File: config.mk
export PLATFORM = sky130hd
export DESIGN_NAME = otp_prog_seq
export DESIGN_NICKNAME = d
export VERILOG_FILES = /design/src/rtl/otp_seq_pkg.sv /design/src/rtl/otp_bus_port.sv /design/src/rtl/otp_int_timer.sv /design/src/rtl/otp_prog_seq.sv
export SDC_FILE = /design/constraint.sdc
export NUM_CORES = 1
export LEC_CHECK = 0
export ABC_AREA = 1
export BUFFER_PORTS_ARGS = -buffer_cell sky130_fd_sc_hd__clkbuf_2
export CAP_MARGIN = 20
export CELL_PAD_IN_SITES_DETAIL_PLACEMENT = 1
export CELL_PAD_IN_SITES_GLOBAL_PLACEMENT = 2
export CORE_ASPECT_RATIO = 1.1
export CORE_MARGIN = 5
export CORE_UTILIZATION = 23
export CTS_CLUSTER_DIAMETER = 50
export DETAILED_ROUTE_END_ITERATION = 12
export MAX_ROUTING_LAYER = met4
export PLACE_DENSITY_LB_ADDON = 0.1
export SLEW_MARGIN = 10
export SYNTH_ARGS = -nofsm -noshare
export SYNTH_HDL_FRONTEND = slang
export SYNTH_SLANG_ARGS = --single-unit
File: constraint.sdc
create_clock -name clk -period 2 [get_ports clk]
set_clock_uncertainty 0.05 [all_clocks]
set_input_delay 0.4 -clock clk [delete_from_list [all_inputs] [get_ports clk]]
set_output_delay 0.4 -clock clk [all_outputs]
set_load 0.005 [all_outputs]
File: src/rtl/otp_seq_pkg.sv
package otp_seq_pkg;
  localparam logic [15:0] ADDR_BLK    = 16'hF100;
  localparam logic [15:0] ADDR_DIESEL = 16'hF101;
  localparam logic [15:0] ADDR_PAGE   = 16'hF107;
  localparam logic [15:0] ADDR_BUFSET = 16'hF200;
  localparam logic [15:0] ADDR_CMD    = 16'hF220;
  localparam logic [15:0] ADDR_STAT   = 16'hF240;
  localparam logic [15:0] ADDR_IRQ    = 16'hF241;
  localparam logic [15:0] CMD_OTP     = 16'h0065;
  localparam logic [15:0] CMD_PROG    = 16'h0080;
  localparam logic [15:0] BUFSET_VAL  = 16'h0800;
  localparam int          IRQ_BIT     = 15;
  localparam int          ERR_BIT     = 10;
  localparam int          LOCK_BIT    = 14;

  typedef enum logic [3:0] {
    ST_IDLE, ST_BLK, ST_DIESEL, ST_CLR_A, ST_ENTER, ST_WAIT_A, ST_STAT_A,
    ST_DATA, ST_BLK2, ST_PAGE, ST_BUFSET, ST_CLR_B, ST_PROG, ST_WAIT_B,
    ST_STAT_B, ST_EXIT
  } seq_state_e;
endpackage

File: src/rtl/otp_bus_port.sv
module otp_bus_port (
  input  logic        clk,
  input  logic        rst_n,
  input  logic        req_i,
  input  logic        req_wr_i,
  input  logic [15:0] req_addr_i,
  input  logic [15:0] req_wdata_i,
  input  logic        bus_rdy_i,
  output logic [15:0] bus_addr_o,
  output logic [15:0] bus_wdata_o,
  output logic        bus_wr_o,
  output logic        bus_rd_o,
  output logic        ack_o,
  output logic        active_o
);
  logic        active_q, active_d;
  logic        wr_q;
  logic [15:0] addr_q, wdata_q;
  logic        launch;

  assign launch = req_i && !active_q;

  always_comb begin
    active_d = active_q;
    if (launch)                     active_d = 1'b1;
    else if (active_q && bus_rdy_i) active_d = 1'b0;
  end

  always_ff @(posedge clk or negedge rst_n) begin
    if (!rst_n) begin
      active_q <= 1'b0;
      wr_q     <= 1'b0;
      addr_q   <= '0;
      wdata_q  <= '0;
    end else begin
      active_q <= active_d;
      if (launch) begin
        wr_q    <= req_wr_i;
        addr_q  <= req_addr_i;
        wdata_q <= req_wdata_i;
      end
    end
  end

  assign bus_addr_o  = addr_q;
  assign bus_wdata_o = wdata_q;
  assign bus_wr_o    = active_q && wr_q;
  assign bus_rd_o    = active_q && !wr_q;
  assign ack_o       = active_q && bus_rdy_i;
  assign active_o    = active_q;

  // request held stable while the bus is not ready
  p_hold_r8: assert property (@(posedge clk) disable iff (!rst_n)
    (active_q && !bus_rdy_i) |=> ($stable(bus_addr_o) && $stable(bus_wdata_o)
                                  && $stable(bus_wr_o) && $stable(bus_rd_o)));
  // never a read and a write at once
  p_excl_r8: assert property (@(posedge clk) disable iff (!rst_n)
    !(bus_wr_o && bus_rd_o));
endmodule

File: src/rtl/otp_int_timer.sv
module otp_int_timer #(
  parameter int TO_W = 16
) (
  input  logic            clk,
  input  logic            rst_n,
  input  logic            run_i,
  input  logic [TO_W-1:0] limit_i,
  output logic            expired_o
);
  logic [TO_W-1:0] cnt_q, cnt_d;

  assign expired_o = run_i && (cnt_q >= limit_i);

  always_comb begin
    cnt_d = cnt_q;
    if (!run_i)          cnt_d = '0;
    else if (!expired_o) cnt_d = cnt_q + 1'b1;
  end

  always_ff @(posedge clk or negedge rst_n) begin
    if (!rst_n) cnt_q <= '0;
    else        cnt_q <= cnt_d;
  end

  // the window restarts at every wait
  p_restart_r6: assert property (@(posedge clk) disable iff (!rst_n)
    !run_i |=> (cnt_q == '0));
endmodule

File: src/rtl/otp_prog_seq.sv
module otp_prog_seq
  import otp_seq_pkg::*;
#(
  parameter int          WORDS     = 8,
  parameter int          TO_W      = 16,
  parameter logic [15:0] DBUF_BASE = 16'h0200,
  localparam int         IDX_W     = (WORDS > 1) ? $clog2(WORDS) : 1
) (
  input  logic             clk,
  input  logic             rst_n,
  input  logic             start_i,
  input  logic             auto_int_i,
  input  logic             dual_die_i,
  input  logic [15:0]      buf_sel_i,
  input  logic [13:0]      page_i,
  input  logic [15:0]      rst_cmd_i,
  input  logic [TO_W-1:0]  timeout_i,
  output logic [IDX_W-1:0] data_idx_o,
  input  logic [15:0]      data_word_i,
  output logic [15:0]      bus_addr_o,
  output logic [15:0]      bus_wdata_o,
  output logic             bus_wr_o,
  output logic             bus_rd_o,
  input  logic [15:0]      bus_rdata_i,
  input  logic             bus_rdy_i,
  output logic             busy_o,
  output logic             done_o,
  output logic             pass_o,
  output logic             fail_o,
  output logic             lock_o,
  output logic             timeout_o
);
  localparam logic [IDX_W-1:0] LAST_IDX = IDX_W'(WORDS - 1);

  seq_state_e       state_q, state_d;
  logic [IDX_W-1:0] idx_q, idx_d;
  logic             pass_q, pass_d, fail_q, fail_d;
  logic             lock_q, lock_d, to_q, to_d, done_q, done_d;

  logic        req, req_wr, ack, active, waiting, expired;
  logic [15:0] req_addr, req_wdata;
  logic        irq_set, err_set, lock_set;
  logic        unused_rdata;

  assign irq_set      = bus_rdata_i[IRQ_BIT];
  assign err_set      = bus_rdata_i[ERR_BIT];
  assign lock_set     = bus_rdata_i[LOCK_BIT] && bus_rdata_i[ERR_BIT];
  assign unused_rdata = ^{bus_rdata_i[13:11], bus_rdata_i[9:0]};
  assign waiting      = (state_q == ST_WAIT_A) || (state_q == ST_WAIT_B);

  otp_bus_port u_port (
    .clk, .rst_n,
    .req_i(req), .req_wr_i(req_wr), .req_addr_i(req_addr), .req_wdata_i(req_wdata),
    .bus_rdy_i, .bus_addr_o, .bus_wdata_o, .bus_wr_o, .bus_rd_o,
    .ack_o(ack), .active_o(active)
  );

  otp_int_timer #(.TO_W(TO_W)) u_timer (
    .clk, .rst_n, .run_i(waiting), .limit_i(timeout_i), .expired_o(expired)
  );

  // request decode per script step
  always_comb begin
    req       = 1'b1;
    req_wr    = 1'b1;
    req_addr  = ADDR_BLK;
    req_wdata = 16'h0000;
    unique case (state_q)
      ST_IDLE:   req = 1'b0;
      ST_BLK, ST_BLK2: req_addr = ADDR_BLK;
      ST_DIESEL: begin req_addr = ADDR_DIESEL; req_wdata = buf_sel_i;  end
      ST_CLR_A, ST_CLR_B: req_addr = ADDR_IRQ;
      ST_ENTER:  begin req_addr = ADDR_CMD;    req_wdata = CMD_OTP;    end
      ST_WAIT_A, ST_WAIT_B: begin
        req = !expired; req_wr = 1'b0; req_addr = ADDR_IRQ;
      end
      ST_STAT_A, ST_STAT_B: begin req_wr = 1'b0; req_addr = ADDR_STAT; end
      ST_DATA:   begin
        req_addr  = DBUF_BASE + 16'(idx_q);
        req_wdata = data_word_i;
      end
      ST_PAGE:   begin req_addr = ADDR_PAGE;   req_wdata = {page_i, 2'b00}; end
      ST_BUFSET: begin req_addr = ADDR_BUFSET; req_wdata = BUFSET_VAL; end
      ST_PROG:   begin req_addr = ADDR_CMD;    req_wdata = CMD_PROG;   end
      ST_EXIT:   begin req_addr = ADDR_CMD;    req_wdata = rst_cmd_i;  end
      default:   req = 1'b0;
    endcase
  end

  // next state and flags
  always_comb begin
    state_d = state_q;
    idx_d   = idx_q;
    pass_d  = pass_q;
    fail_d  = fail_q;
    lock_d  = lock_q;
    to_d    = to_q;
    done_d  = 1'b0;
    unique case (state_q)
      ST_IDLE: if (start_i) begin
        state_d = ST_BLK;
        {pass_d, fail_d, lock_d, to_d} = 4'b0000;
      end
      ST_BLK: if (ack)
        state_d = dual_die_i ? ST_DIESEL : (auto_int_i ? ST_ENTER : ST_CLR_A);
      ST_DIESEL: if (ack) state_d = auto_int_i ? ST_ENTER : ST_CLR_A;
      ST_CLR_A:  if (ack) state_d = ST_ENTER;
      ST_ENTER:  if (ack) state_d = ST_WAIT_A;
      ST_WAIT_A, ST_WAIT_B: begin
        if (ack && irq_set)
          state_d = (state_q == ST_WAIT_A) ? ST_STAT_A : ST_STAT_B;
        else if (expired && !active) begin
          state_d = ST_EXIT; to_d = 1'b1; fail_d = 1'b1;
        end
      end
      ST_STAT_A: if (ack) begin
        if (err_set) begin
          state_d = ST_EXIT; fail_d = 1'b1; lock_d = lock_set;
        end else begin
          state_d = ST_DATA; idx_d = '0;
        end
      end
      ST_DATA: if (ack) begin
        if (idx_q == LAST_IDX) state_d = ST_BLK2;
        else                   idx_d   = idx_q + 1'b1;
      end
      ST_BLK2:   if (ack) state_d = ST_PAGE;
      ST_PAGE:   if (ack) state_d = ST_BUFSET;
      ST_BUFSET: if (ack) state_d = auto_int_i ? ST_PROG : ST_CLR_B;
      ST_CLR_B:  if (ack) state_d = ST_PROG;
      ST_PROG:   if (ack) state_d = ST_WAIT_B;
      ST_STAT_B: if (ack) begin
        state_d = ST_EXIT;
        fail_d  = err_set;
        pass_d  = !err_set;
        lock_d  = lock_set;
      end
      ST_EXIT: if (ack) begin
        state_d = ST_IDLE; done_d = 1'b1;
      end
      default: state_d = ST_IDLE;
    endcase
  end

  always_ff @(posedge clk or negedge rst_n) begin
    if (!rst_n) begin
      state_q <= ST_IDLE;
      idx_q   <= '0;
      pass_q  <= 1'b0;
      fail_q  <= 1'b0;
      lock_q  <= 1'b0;
      to_q    <= 1'b0;
      done_q  <= 1'b0;
    end else begin
      state_q <= state_d;
      idx_q   <= idx_d;
      pass_q  <= pass_d;
      fail_q  <= fail_d;
      lock_q  <= lock_d;
      to_q    <= to_d;
      done_q  <= done_d;
    end
  end

  assign data_idx_o = idx_q;
  assign busy_o     = (state_q != ST_IDLE);
  assign done_o     = done_q;
  assign pass_o     = pass_q;
  assign fail_o     = fail_q;
  assign lock_o     = lock_q;
  assign timeout_o  = to_q;

  // done is a single-cycle pulse
  p_done_pulse_r7: assert property (@(posedge clk) disable iff (!rst_n)
    done_o |=> !done_o);
  // done only follows the exit write
  p_done_after_exit_r7: assert property (@(posedge clk) disable iff (!rst_n)
    $rose(done_o) |-> !busy_o);
  // outcome is exactly one of pass or fail
  p_outcome_r10: assert property (@(posedge clk) disable iff (!rst_n)
    done_o |-> (pass_o != fail_o));
  // flags hold while idle without a start
  p_flags_hold_r10: assert property (@(posedge clk) disable iff (!rst_n)
    (!busy_o && !start_i) |=> $stable({pass_o, fail_o, lock_o, timeout_o}));
  // lock implies fail
  p_lock_fail_r5: assert property (@(posedge clk) disable iff (!rst_n)
    lock_o |-> fail_o);
  // timeout implies fail
  p_to_fail_r6: assert property (@(posedge clk) disable iff (!rst_n)
    timeout_o |-> fail_o);
  // start while busy does not end a run
  p_ignore_start_r9: assert property (@(posedge clk) disable iff (!rst_n)
    (busy_o && start_i && !(ack && state_q == ST_EXIT)) |=> busy_o);
endmodule

==> flow_summary.json <==
{
  "dieHeight_um": 144.6,
  "detail_route.vias_per_cell": 4.525,
  "tritoncts": "built",
  "r2r_slack_ps": 20,
  "initial_core_util": 0.2330,
  "dpl.cell_count": 890,
  "synthCells": 542,
  "cts_sinks": 54,
  "numCtsBuffers": 5,
  "required_ps": 2150,
  "powerDensity_nw_per_um2": 1066,
  "rows": 49,
  "hold_viol": 0,
  "hold_class": "in2async",
  "layout_common_cells": "nand2_1, clkbuf_2, inv_1",
  "power.leakage_uw": 0.002820,
  "setup_ws_ps": 16.17,
  "post-place-ws_ps": -179.8,
  "outcome": "finished clean",
  "fin_tns_setup_ps": 0,
  "critPathMaxStageDelay_ps": 400,
  "post-route-cell-area_um2": 5336,
  "r2r_end": "u_port.bus_addr_o[1]",
  "path_clk_slew_ps": 80,
  "cpLargestDelayFamily": "compound AO/OA/AOI/OAI gates",
  "fmax_mhz": 504.1,
  "crit_path_start_kind": "register",
  "drt-total-wl_um": 14280,
  "ctsRootBufferMaster": "clkbuf_16",
  "ys_ff_latch": 54,
  "port_buffers": 124,
  "cpMaxStageDelayCell": "dfrtp_1",
  "grt_pass1_wl_um": 23350,
  "async_flop_share": 1.000,
  "fin_nets": 820,
  "syn_area_um2": 3786,
  "r2r_start": "u_timer.cnt_q[7]",
  "drc_errors": 0,
  "drt-initial-drc-count": 126,
  "post-route-period-util": 0.9919,
  "first_global_vias": 4596,
  "arrival_ps": 2140,
  "worstRegToRegCells": 11,
  "die_w_um": 132.3,
  "cpMostUsedCell": "nand2_4",
  "grt_overflow_total": 0,
  "firstDrtPassIters": 4,
  "cp_max_fo": 8,
  "place_hpwl_um": 11170,
  "critPathKind": "reg2reg",
  "ys_types": 34,
  "drv_slew": 0,
  "dpl_cell_area_um2": 4860,
  "endpoint_kind": "register",
  "final_core_util": 0.3285,
  "track_usage": 0.1556,
  "path_depth": 11,
  "yosysWarnings": 0,
  "dieArea_um2": 19130,
  "drive_gt1_frac": 0.3452,
  "synth_area_per_cell_um2": 6.985,
  "ios": 143,
  "final_cells": 906,
  "clock_latency_ps": 310,
  "grt_max_degree": 55,
  "area_growth_pct": 40.95,
  "dr_total_vias": 4100,
  "rsz0062_at_grt": "true",
  "cp_num_buf_inv": 1,
  "coreArea_um2": 16250,
  "wl_per_cell_um": 15.76,
  "layout_commonest_cell": "nand2_1",
  "h-tree-depth": 2,
  "cap_violations": 0,
  "place.gp.congestion": 0.8761,
  "synth_ff_type": "dfrtp_1",
  "synth_edf_count": 0,
  "crit_path_cell_trace": "ha_1 > a21oi_1 > o21a_1 > nand2_2 > nand2_4 > nand2_4 > o21ai_4 > nand2_4 > clkbuf_16 > nand2_1 > nand2_1",
  "ir_drop_mv": 0.3472,
  "antenna_found_initial": 1,
  "ant_nets": 0,
  "synth_seq_area_share": 0.3569,
  "layout_min_cycle_time_ps": 1984,
  "cts_max_path_buffers": 2,
  "finalSetupViolations": 0
}
## final cells by class
| cell class | instances | area (um^2) |
|---|---|---|
| flip-flops and latches | 54 | 1351 |
| repair buffers | 171 | 1066 |
| diodes | 1 | 2.502 |
| clock inverters | 1 | 7.507 |
| clock buffers | 6 | 128.9 |
| inverters | 61 | 229.0 |
| multi-input cells | 408 | 2296 |
| fillers | 2020 | 10910 |
| well taps | 204 | 255.2 |
## cells by family (layout without fill, tap and decap cells)
logic type,Yosys count,after routing,share of synthesized area
simple gates,321,321,0.3731
buf+inv,84,239,0.1028
compound gates,57,57,0.08956
flops,54,54,0.3569
fa+ha+maj,19,19,0.06279
xor+xnor,6,6,0.01388
other cells,1,6,0.0009905
## repair_timing
| action | 4_1_cts | 5_1_grt |
|---|---|---|
| setup endpoints to repair | 29 | 41 |
| buffers inserted | 4 | 2 |
| resized for setup | 12 | 47 |
| cloned | 0 | 2 |
| hold endpoints to repair | 0 | 0 |
| hold buffers | 0 | 0 |
| pin swaps | 3 | 1 |
## synth_stat cells (2+ instances only)
library cell | instances | area share
dfrtp_1 | 54 | 0.36
o21a_1 | 4 | 0.0079
clkinv_1 | 2 | 0.0020
nand2_2 | 5 | 0.0083
buf_6 | 3 | 0.0089
ha_1 | 19 | 0.063
buf_2 | 5 | 0.0066
o31ai_1 | 4 | 0.0079
nand4_1 | 20 | 0.033
nand2_4 | 2 | 0.0059
a21oi_1 | 13 | 0.017
xor2_1 | 6 | 0.014
nand3_1 | 55 | 0.073
nor2_2 | 6 | 0.0099
clkbuf_1 | 3 | 0.0030
o21ai_0 | 25 | 0.033
inv_1 | 56 | 0.056
buf_4 | 12 | 0.024
inv_2 | 3 | 0.0030
nor3_1 | 11 | 0.015
nor2_1 | 36 | 0.036
nand2_1 | 182 | 0.18
o21ai_1 | 5 | 0.0066
## routing by layer
layer | global-route usage | wire length (um)
met5 | - | 0
met4 | 0.03055 | 121
met3 | 0.03967 | 743
met2 | 0.2851 | 7671
met1 | 0.1721 | 5746
## flip-flops by register name (all words and copies together) (netlist names), 3 cells and up
signal / count
u_port.bus_wdata_o: 16
data_idx_o: 3
state_q: 4
u_port.bus_addr_o: 8
u_timer.cnt_q: 16
## worst max path at each step
stage,start,endpoint,slack (ps)
finish,u_timer.cnt_q[7],u_port.bus_addr_o[1],20
global route,u_timer.cnt_q[7],u_port.bus_addr_o[1],-170
CTS,u_timer.cnt_q[0],u_port.bus_wdata_o[13],4
detailed placement,timeout_i[15],state_q[1],-180
global placement,timeout_i[15],u_port.bus_addr_o[1],-130
floorplan,timeout_i[11],u_port.bus_addr_o[14],50
## where the power goes
group          total, uW  internal [uW]  leakage [uW]  switching (uW)
Combinational       3110           1270       0.00204            1840
Clock                893            460     0.0000629             432
Sequential          1680           1400      0.000720             281
Total               5690           3130       0.00282            2550
## worst reg2reg max path, delay by kind of cell, from the launching register on
family | cells | cell delay [ps]
buf+inv | 1 | 200
simple gates | 6 | 470
compound gates | 3 | 490
flops | 1 | 400
fa+ha+maj | 1 | 290
## per-stage QoR
step,power (uW),hold slack [ps]
floorplan,3321,54.41
global placement,4431,391.8
detailed placement,4498,391.5
CTS,5462,57.11
global route,6233,73.63
finish,5687,52.04
No activity file was read; power rests on OpenSTA's default activity.
